<file path="src/rtl/bridge_pkg.sv">
package bridge_pkg;
    localparam int ILEN = 32;
    localparam logic [6:0] OPC_REG_REG = 7'b0110011;
    localparam int SEL_BIT = 25;

    typedef enum logic [2:0] {
        ST_IDLE,
        ST_SHIFT_IN,
        ST_WAIT_RDY,
        ST_WAIT_VALID,
        ST_SHIFT_OUT
    } br_state_e;
endpackage

</file>
<file path="src/rtl/bridge_decode.sv">
module bridge_decode
    import bridge_pkg::*;
(
    input  logic            clk,
    input  logic            rst_n,
    input  logic            insn_valid,
    input  logic [ILEN-1:0] insn_word,
    input  logic            capture,
    output logic            hit,
    output logic [2:0]      op_q
);
    assign hit = insn_valid
              && (insn_word[6:0] == OPC_REG_REG)
              && insn_word[SEL_BIT];

    always_ff @(posedge clk or negedge rst_n) begin
        if (!rst_n) begin
            op_q <= '0;
        end else if (capture) begin
            op_q <= insn_word[14:12];
        end
    end
endmodule

</file>
<file path="src/rtl/bridge_sipo.sv">
module bridge_sipo #(
    parameter int XLEN = 32
) (
    input  logic            clk,
    input  logic            rst_n,
    input  logic            shift_en,
    input  logic            ser_in,
    output logic [XLEN-1:0] par_q
);
    always_ff @(posedge clk or negedge rst_n) begin
        if (!rst_n) begin
            par_q <= '0;
        end else if (shift_en) begin
            par_q <= {ser_in, par_q[XLEN-1:1]};
        end
    end
endmodule

</file>
<file path="src/rtl/bridge_piso.sv">
module bridge_piso #(
    parameter int XLEN = 32
) (
    input  logic            clk,
    input  logic            rst_n,
    input  logic            load,
    input  logic [XLEN-1:0] par_in,
    input  logic            shift_en,
    output logic            ser_out
);
    logic [XLEN-1:0] hold_q;

    always_ff @(posedge clk or negedge rst_n) begin
        if (!rst_n) begin
            hold_q <= '0;
        end else if (load) begin
            hold_q <= par_in;
        end else if (shift_en) begin
            hold_q <= {1'b0, hold_q[XLEN-1:1]};
        end
    end

    assign ser_out = hold_q[0];
endmodule

</file>
<file path="src/rtl/bridge_fsm.sv">
module bridge_fsm
    import bridge_pkg::*;
#(
    parameter int XLEN = 32
) (
    input  logic clk,
    input  logic rst_n,
    input  logic hit,
    input  logic cp_ready,
    input  logic cp_done,
    output logic accept,
    output logic shift_in,
    output logic shift_out,
    output logic load_res,
    output logic stall,
    output logic req_valid,
    output logic wen
);
    localparam int CNT_W = $clog2(XLEN);
    localparam logic [CNT_W-1:0] CNT_LAST = CNT_W'(XLEN - 1);

    br_state_e  state_q, state_d;
    logic [CNT_W-1:0] cnt_q;
    logic       cnt_last;

    assign cnt_last = (cnt_q == CNT_LAST);

    always_comb begin
        state_d = state_q;
        unique case (state_q)
            ST_IDLE:       if (hit)      state_d = ST_SHIFT_IN;
            ST_SHIFT_IN:   if (cnt_last) state_d = ST_WAIT_RDY;
            ST_WAIT_RDY:   if (cp_ready) state_d = ST_WAIT_VALID;
            ST_WAIT_VALID: if (cp_done)  state_d = ST_SHIFT_OUT;
            ST_SHIFT_OUT:  if (cnt_last) state_d = ST_IDLE;
            default:                     state_d = ST_IDLE;
        endcase
    end

    always_ff @(posedge clk or negedge rst_n) begin
        if (!rst_n) begin
            state_q <= ST_IDLE;
            cnt_q   <= '0;
        end else begin
            state_q <= state_d;
            if (state_q == ST_SHIFT_IN || state_q == ST_SHIFT_OUT) begin
                cnt_q <= cnt_q + 1'b1;
            end else begin
                cnt_q <= '0;
            end
        end
    end

    always_comb begin
        accept    = 1'b0;
        shift_in  = 1'b0;
        shift_out = 1'b0;
        load_res  = 1'b0;
        stall     = 1'b0;
        req_valid = 1'b0;
        wen       = 1'b0;
        unique case (state_q)
            ST_IDLE:       accept = hit;
            ST_SHIFT_IN:   shift_in = 1'b1;
            ST_WAIT_RDY:   stall = 1'b1;
            ST_WAIT_VALID: begin
                stall     = 1'b1;
                req_valid = 1'b1;
                load_res  = cp_done;
            end
            ST_SHIFT_OUT: begin
                shift_out = 1'b1;
                wen       = 1'b1;
            end
            default: ;
        endcase
    end
endmodule

</file>
<file path="src/rtl/serial_copro_bridge.sv">
module serial_copro_bridge
    import bridge_pkg::*;
#(
    parameter int XLEN = 32
) (
    input  logic            clk,
    input  logic            rst_n,
    input  logic            insn_valid,
    input  logic [ILEN-1:0] insn_word,
    input  logic            opa_bit,
    input  logic            opb_bit,
    output logic            core_stall,
    output logic            rf_wen,
    output logic            res_bit,
    output logic            cp_valid,
    input  logic            cp_ready,
    output logic [2:0]      cp_op,
    output logic [XLEN-1:0] cp_opa,
    output logic [XLEN-1:0] cp_opb,
    input  logic            cp_done,
    input  logic [XLEN-1:0] cp_result
);
    localparam int NOPS = 2;

    logic hit, accept, shift_in, shift_out, load_res;
    logic [NOPS-1:0]      ser_bits;
    logic [XLEN-1:0]      opnd_q [NOPS];

    assign ser_bits = {opb_bit, opa_bit};

    bridge_decode u_dec (
        .clk        (clk),
        .rst_n      (rst_n),
        .insn_valid (insn_valid),
        .insn_word  (insn_word),
        .capture    (accept),
        .hit        (hit),
        .op_q       (cp_op)
    );

    bridge_fsm #(.XLEN(XLEN)) u_fsm (
        .clk       (clk),
        .rst_n     (rst_n),
        .hit       (hit),
        .cp_ready  (cp_ready),
        .cp_done   (cp_done),
        .accept    (accept),
        .shift_in  (shift_in),
        .shift_out (shift_out),
        .load_res  (load_res),
        .stall     (core_stall),
        .req_valid (cp_valid),
        .wen       (rf_wen)
    );

    for (genvar g = 0; g < NOPS; g++) begin : g_opnd
        bridge_sipo #(.XLEN(XLEN)) u_sipo (
            .clk      (clk),
            .rst_n    (rst_n),
            .shift_en (shift_in),
            .ser_in   (ser_bits[g]),
            .par_q    (opnd_q[g])
        );
    end

    assign cp_opa = opnd_q[0];
    assign cp_opb = opnd_q[1];

    bridge_piso #(.XLEN(XLEN)) u_piso (
        .clk      (clk),
        .rst_n    (rst_n),
        .load     (load_res),
        .par_in   (cp_result),
        .shift_en (shift_out),
        .ser_out  (res_bit)
    );
endmodule

</file>
<file path="config.mk">
export PLATFORM = sky130hd
export DESIGN_NAME = serial_copro_bridge
export DESIGN_NICKNAME = d
export VERILOG_FILES = /design/src/rtl/bridge_pkg.sv /design/src/rtl/bridge_decode.sv /design/src/rtl/bridge_sipo.sv /design/src/rtl/bridge_piso.sv /design/src/rtl/bridge_fsm.sv /design/src/rtl/serial_copro_bridge.sv
export SDC_FILE = /design/constraint.sdc
export NUM_CORES = 1
export LEC_CHECK = 0
export BUFFER_PORTS_ARGS = -buffer_cell sky130_fd_sc_hd__buf_2
export CORE_ASPECT_RATIO = 1.75
export CORE_MARGIN = 3
export CORE_UTILIZATION = 50
export DETAILED_ROUTE_END_ITERATION = 12
export GPL_TIMING_DRIVEN = 0
export PLACE_DENSITY_LB_ADDON = 0.12
export RECOVER_POWER = 50
export SETUP_SLACK_MARGIN = 0.1
export SYNTH_ARGS = -nofsm -noshare
export SYNTH_HDL_FRONTEND = slang
export SYNTH_SLANG_ARGS = --single-unit
</file>
<file path="constraint.sdc">
create_clock -name clk -period 4.76 [get_ports clk]
set_clock_uncertainty 0.2 [all_clocks]
set_input_delay 0.952 -clock clk [delete_from_list [all_inputs] [get_ports clk]]
set_output_delay 0.952 -clock clk [all_outputs]
set_load 0.1 [all_outputs]
</file>
# [Yosys cells after proc, flatten, opt, wreduce, memory -nomap -nowiden]
# Index checks and enable logic that the tools add are counted.
[word_totals] regBits=107
[classes] n_mux=15 n_addsub=1 eq_ne=11 reduce_logical=7
[op_table] operator="32-bit two-way mux" n=2
[op_table] operator="3-bit two-way mux" n=5
[op_table] operator="3-bit case mux with 5 select lines" n=1
[op_table] operator="7-bit by 6-bit == test with 1-bit output, second input constant" n=1
[op_table] operator="3-bit by 2-bit == test with 1-bit output, second input constant" n=2
[op_table] operator="1-bit two-way mux" n=6
[op_table] operator="2-bit by 1-bit != test with 1-bit output, second input constant" n=3
[op_table] operator="5-bit by 1-bit adder with 5-bit output, second input constant" n=1
[op_table] operator="5-bit == test, second input constant" n=1
[op_table] operator="5-bit two-way mux" n=1
[op_table] operator="5-bit AND reduction" n=1
[op_table] operator="2-bit != test, second input constant" n=2
[op_table] operator="3-bit by 1-bit == test with 1-bit output, second input constant" n=1
[op_table] operator="3-bit == test, second input constant" n=1
[op_table] operator="3-bit zero test" n=1
[op_table] operator="1-bit logical AND" n=2
[op_table] operator="2-bit nonzero test" n=1
[op_table] operator="2-bit OR reduction" n=1
[op_table] operator="1-bit logical OR" n=1

# [Logic depth before layout (Yosys ltp)]
# Gate-level depths: netlist of run 1.
[logic_depth] depth_word=5 depth_mapped=7 ltp_nobuf=7

# [Cells and area by module]
# A second synthesis of run 1 with hierarchy kept.
[hier_totals] cells_unflattened=325 hier_area_um2=4757.1
[by_module_without_submodules] mod="bridge_sipo" cells_per_inst=68 area_each_um2=1345.0 instances=2 seq_area_each_um2=800.8
[by_module_without_submodules] mod="bridge_piso" cells_per_inst=139 area_each_um2=1515.2 instances=1 seq_area_each_um2=800.8
[by_module_without_submodules] mod="bridge_fsm" cells_per_inst=41 area_each_um2=416.6 instances=1 seq_area_each_um2=200.2
[by_module_without_submodules] mod="bridge_decode" cells_per_inst=9 area_each_um2=135.1 instances=1 seq_area_each_um2=75.1

# [Worst setup path before layout of run 1]
# Ideal clock, no wire load.
[synth_path] path_kind="register -> output" from="reg u_fsm.state_q[2]" to="out cp_valid" stages_incl_launch_ff=3 path_slack_ns=1.892 path_buffers=0 arrival_ns=1.716 required_ns=3.608 path_cell_list="dfrtp_1 -> and2b_4 -> and2_1"
[synth_between] elab_chain_len=2
[synth_rtl] item="start: declaration" line_no="bridge_fsm.sv:22" text="br_state_e state_q, state_d;"
[synth_rtl] item="start signal: assignment" line_no="bridge_fsm.sv:45" text="state_q <= state_d;"
[synth_rtl] item="3-bit by 2-bit == test with 1-bit output" line_no="bridge_fsm.sv:62" text="unique case (state_q)"
[synth_rtl] item="1-bit two-way mux" line_no="bridge_fsm.sv:62"
[synth_rtl] item="end: declaration" line_no="serial_copro_bridge.sv:15" text="output logic cp_valid,"
# No other way between the ends.

# [Worst setup path in the final report of run 1]
[layout_path] from="reg u_fsm.state_q[1]" to="out rf_wen"
[layout_between] elab_chain_len=2
[layout_rtl] item="3-bit == test" line_no="bridge_fsm.sv:62"
[layout_rtl] item="1-bit two-way mux" line_no="bridge_fsm.sv:62"
[layout_rtl] item="end: declaration" line_no="serial_copro_bridge.sv:13" text="output logic rf_wen,"
# No other way between the ends.

==> results of run 1 <==
## power by group through the flow
| stage | Combinational, W | Clock [W] | Sequential (W) |
|---|---|---|---|
| 2_1_floorplan | 0.000166 | 0 | 0.000967 |
| 3_3_place_gp | 0.000226 | 0 | 0.000966 |
| 3_5_place_dp | 0.000233 | 0 | 0.000968 |
| 4_1_cts | 0.000235 | 0.000714 | 0.000950 |
| 5_1_grt | 0.000250 | 0.000751 | 0.000951 |
| 6_report | 0.000228 | 0.000692 | 0.000950 |
## kinds of logic (layout without fill, tap and decap cells)
kind of cell	count (synthesis)	count (layout)
flops	107	107
mux	98	98
fa+ha+maj	2	2
buf+inv	24	160
simple gates	57	57
xor+xnor	3	3
compound gates	36	36
## through the flow
stage                     hold WS (ns)  area [µm²]  power (W)  setup WS (ns)  util, %
after floorplan                  0.232        4500    0.00113           1.89        -
after detailed placement         0.259        5280    0.00120           2.08     60.5
after global placement           0.250        5250    0.00119           1.38     60.2
after global routing             0.290        5540    0.00195           1.58     63.4
final                            0.266        5540    0.00187           1.66     63.4
after CTS                        0.267        5560    0.00190           1.71     63.7
## worst reg2reg max path, cell delays in order (launching register included)
cell and delay [ns]:
dfrtp_1 0.36, clkbuf_1 0.22, nor3b_1 0.26, clkbuf_1 0.54
buf_6 0.24, mux2_2 0.35
## how the worst max path moves through the flow
stage                            endpoint  slack [ns]        startpoint
6_report                           rf_wen        1.66  u_fsm.state_q[1]
5_1_grt                            rf_wen        1.58  u_fsm.state_q[1]
4_1_cts                            rf_wen        1.71  u_fsm.state_q[1]
3_5_place_dp                       rf_wen        2.08  u_fsm.state_q[1]
3_3_place_gp   g_opnd[1].u_sipo.par_q[17]        1.38             rst_n
2_1_floorplan                    cp_valid        1.89  u_fsm.state_q[2]
## flip-flops by register name, summed over array words and instances, names as in the netlist
| register | count |
|---|---|
| g_opnd.u_sipo.par_q | 64 |
| u_fsm.state_q | 3 |
| u_dec.op_q | 3 |
| u_piso.hold_q | 32 |
| u_fsm.cnt_q | 5 |
## final cells by class
type                    count  area [µm²]
well taps                 117         146
fillers                   706        3190
repair buffers            121         627
multi-input cells         196        1600
plain buffers              20         189
clock buffers              12         256
clock inverters             3        23.8
flip-flops and latches    107        2680
inverters                   4        15.0
## layer usage
metal,GRT usage (%),vias up,routed length [µm]
met3,4.12,10,498
met5,0,-,0
met1,19.4,1386,3230
met4,7.13,0,160
li1,-,1391,-
met2,30.2,71,4460
## placed cells by master, fill, tap and decap left out, types with 2 or more instances in the layout
cell          n
nor2_1       36
o21ai_0       3
clkinvlp_4    2
a21oi_2       7
and2_0        2
nor3b_1       2
nand2_1       4
inv_1         4
dfrtp_1     107
a21oi_1      25
mux2i_1      31
clkbuf_8      2
ha_1          2
xor2_1        2
buf_6         8
buf_12        3
mux2_2       67
buf_2       120
nand2b_1      2
nand3_1       3
clkbuf_1      9
clkbuf_16     9
==> results.cfg, run 1 <==
[route]
dr.pass1.iters = 4
vias = 2858
antenna_left = 0
first_iter_violations = 64
drc = 0
avgRoutedWirePerCell_um = 14.4
vias_per_cell = 4.93
drt_wl_total_um = 8350

[timing]
tightest_slew_ns = 1.91
layout_worst_path_cycle_share_pct = 65.1
setup_tns_ns = 0
slew_headroom_pct = -27.1
fin_crit_ns = 3.10
clock.fmax_mhz = 322
rsz0062_at_grt = no
drv_slew = 34
finalHoldViolations = 0
setup_viol = 0

[logic_synthesis]
synth.top_cell.area_share_pct = 59.4
syn_area_per_cell_um2 = 13.8
synth-compound-area-share_pct = 4.75
ys_types = 28
synth-xor-area-share_pct = 0.583
yosys_warnings = 0
synthMuxAreaShare_pct = 23.6
synth_top_family_by_area = multiplexers
yosys.area_share.simple_pct = 6.08
synthArstFlopShare_pct = 100
synthAdderAreaFrac_pct = 0.556
post-synth-top-count-cell = dfrtp_1
synthTopCellsByCount = dfrtp_1 (107), mux2_2 (67), nor2_1 (36), mux2i_1 (31), a21oi_1 (24)
yosysSeqAreaShare_pct = 59.4
synth_nets = 400
synth-seq-cells = 107
synth_edf_count = 0
yosys-top-cells-area = dfrtp_1 (59%), mux2_2 (17%), mux2i_1 (6.9%)
syn_area_mm2 = 0.00450
syn-instance-count = 327
synth-main-ff-cell = dfrtp_1
yosys.area.top_type = dfrtp_1

[power]
power_density_mw_per_mm2 = 338
ir_drop_mv = 0.270
p_int_w = 0.00142
p_clk_share_pct = 37.0
combinationalPowerShare_pct = 12.2
switching_share_pct = 24.0
p_seq_share_pct = 50.8
power_leakage_nw = 3.16
p_sw_w = 0.000448

[global_route]
grt_pass1_vias = 2999
grt_first_pass_wirelength_um = 14100
grt_util_all_layers_pct = 17.1
grt_overflow = 0
grt_start_max_net_pins = 75
antenna_found_initial = 0

[setup_path]
path_class = reg -> out
timing.rr.end = g_opnd[1].u_sipo.par_q[6]
critPathSlowestCell = buf_2
r2r_cells = 5
critPathRequiredTime_ns = 3.61
cp_cell_sequence = clkbuf_1 > nor3b_2 > buf_6 > buf_12 > buf_2
cp.arrival_ns = 1.95
crit_path_max_fanout = 10
cp-start-kind = flip-flop
rr_startpoint = u_fsm.state_q[1]
cp-end-kind = output port
reg2reg_slack_ns = 2.48
cp.depth = 5
critPathMaxStageDelay_ns = 0.43
path_buf_inv = 4
critical_path.top_delay_family = buffers and inverters

[floorplanning]
core_mm2 = 0.00873
die_y_um = 132
die-area_mm2 = 0.0102
rows = 45
die_x_um = 77.8
pin_count = 142
initial_core_util_pct = 51.6

[final_layout]
fin_nets = 532
layout-drive-gt1-share_pct = 48.4
stdcell_count = 580
antenna_cells = 0
area_growth_pct = 22.9

[run]
maxCapViolCount = 1

[min_path]
hp-class = reg -> reg
min_to = u_fsm.cnt_q[0]
min-delay-start = u_fsm.cnt_q[0]
whs_path_depth = 1

[clocking]
cts_setup_buffers = 0
cts-resized-gates = 0
clk_latency_ns = 0.34
cts_sinks = 107
cts_tree = done
cts-root-buf = clkbuf_16
clk_path_buf_depth = 2
htreeDepth = 3
cts_hold_buf = 0
cts_buffers = 9
path_clk_slew_ns = 0.06

[placed_design]
portBuffers = 120
dp_cells = 565
place_congestion = 0.765
hpwl_um = 6150

[status]
status = finished with violations
violations = max-capacitance violations, max-slew violations
Note: power is estimated with default switching activity, not from simulation.
==> run 2, diff against run 1 <==
==> constraint.sdc (replaced) <==
create_clock -name clk -period 2.92 [get_ports clk]
set_clock_uncertainty 0.2 [all_clocks]
set_input_delay 0.584 -clock clk [delete_from_list [all_inputs] [get_ports clk]]
set_output_delay 0.584 -clock clk [all_outputs]
set_load 0.1 [all_outputs]
==> results.cfg, run 2 (synthesis gave the netlist of run 1 again) <==
[status]
status = complete, no violations

[clocking]
path_clk_slew_ns = 0.06
clk_path_buf_depth = 2
cts_setup_buffers = 0
cts_tree = done
htreeDepth = 3
cts-root-buf = clkbuf_16
cts_sinks = 107
cts_buffers = 9
clk_latency_ns = 0.34

[setup_path]
cp_cell_sequence = clkbuf_1 > nor3b_2 > buf_6 > buf_12 > buf_2
critPathLaunch = u_fsm.state_q[1]
path_class = reg -> out
cp-end-kind = output port
crit_path_max_fanout = 10
critPathRequiredTime_ns = 2.14
rr_startpoint = u_fsm.state_q[1]
cp.arrival_ns = 1.95
critPathMaxStageDelay_ns = 0.43
critical_path.top_delay_family = buffers and inverters
critPathSlowestCell = buf_2
cp-start-kind = flip-flop
path_buf_inv = 4

[floorplanning]
initial_core_util_pct = 51.6
die_x_um = 77.8
die_y_um = 132
pin_count = 142
die-area_mm2 = 0.0102
core_mm2 = 0.00873
rows = 45

[final_layout]
antenna_cells = 0
largest_register_ffs = 64
layout-drive-gt1-share_pct = 48.5
stdcell_count = 581
seq_area_mm2 = 0.00268
multi_input_area_mm2 = 0.00160
area_growth_pct = 23.1
postLayoutCoreUtil_pct = 63.6
fin_nets = 533
most-common-layout-cells = buf_2 (120), dfrtp_1 (107), mux2_2 (67), nor2_1 (36), mux2i_1 (31)
final_common_cell = buf_2
reg_top3 = g_opnd.u_sipo.par_q x64, u_piso.hold_q x32, u_fsm.cnt_q x5
num-fill-cells = 702
largest_register = g_opnd.u_sipo.par_q

[route]
drt_wl_total_um = 8370
antenna_left = 0
vias = 2864
avgRoutedWirePerCell_um = 14.4
vias_per_cell = 4.93
first_iter_violations = 71
drc = 0
dr.pass1.iters = 4

[power]
switching_share_pct = 24.0
ir_drop_mv = 0.441
power_leakage_nw = 3.17
combinationalPowerShare_pct = 12.2
p_int_w = 0.00232
p_clk_share_pct = 37.0
p_sw_w = 0.000731
p_seq_share_pct = 50.8
p_total_w = 0.00305
power_density_mw_per_mm2 = 550

[timing]
slew_headroom_pct = 40.6
setup_viol = 0
setup_tns_ns = 0
rsz0062_at_grt = no
fin_ws_ns = 0.187
finalHoldViolations = 0
layout_worst_path_cycle_share_pct = 93.6
fin_crit_ns = 2.73
tightest_slew_ns = 0.891
clock.fmax_mhz = 366
drv_slew = 0

[min_path]
hp-class = reg -> reg
min-delay-start = u_fsm.cnt_q[0]

[placed_design]
dp_cells = 565
portBuffers = 120
place_ws_ns = 0.609
place_congestion = 0.765
hpwl_um = 6150

[global_route]
grt_start_max_net_pins = 75
grt_pass1_vias = 3011
antenna_found_initial = 0
grt_first_pass_wirelength_um = 14100
grt_util_all_layers_pct = 17.2
grt_overflow = 0

[run]
maxCapViolCount = 0
-- run 2: path summary, 6_finish.rpt --
kind,end,slack [ns],depth (start not counted)
worst min-delay path,u_fsm.cnt_q[0],0.27,1
min in group asynchronous,u_piso.hold_q[7],0.70,2
worst max-delay path,rf_wen,0.19,5
worst max register to register,g_opnd[1].u_sipo.par_q[6],0.64,5
worst min register to register,u_fsm.cnt_q[0],0.27,1
max in group asynchronous,g_opnd[1].u_sipo.par_q[0],0.97,3
-- run 2: power by group through the flow --
stage,logic [W],registers [W],clock network [W]
final,0.000373,0.00155,0.00113
after floorplan,0.000270,0.00158,0
after detailed placement,0.000381,0.00158,0
after global routing,0.000409,0.00155,0.00122
after CTS,0.000383,0.00155,0.00116
after global placement,0.000369,0.00158,0
-- run 2: layout make-up --
class                           count  area share (%)
Multi-Input combinational cell    196            28.9
Sequential cell                   107            48.3
Clock buffer                       12            4.62
Tap cell                          117            2.64
Inverter                            4           0.271
Buffer                             20            3.41
Clock inverter                      3           0.429
Timing Repair Buffer              122            11.5
-- run 2: worst reg2reg max path: cells and delay by family, from the launching register on --
| family | cells | cell delay (ns) |
|---|---|---|
| simple gates | 1 | 0.26 |
| buf+inv | 3 | 1.00 |
| flops | 1 | 0.36 |
| mux | 1 | 0.35 |
-- run 2: what timing repair did --
| item | CTS | global route |
|---|---|---|
| gates resized for setup | 0 | 0 |
| hold buffers | 1 | 0 |
| setup endpoints to repair | 0 | 0 |
| hold endpoints to repair | 6 | 0 |
-- run 2: through the flow --
step                area (µm²)  hold WS [ns]
CTS                       5570         0.260
global placement          5250         0.250
global route              5550         0.278
detailed placement        5280         0.259
floorplan                 4500        0.0884
finish                    5550         0.266
-- run 2: layer usage --
metal  vias to the layer above  track usage (%)  wire length (µm)
met5                         -                0                 0
met4                         0             7.13               160
met3                        10             4.12               505
met2                        69             30.3              4460
met1                      1393             19.4              3240
li1                       1392                -                 -
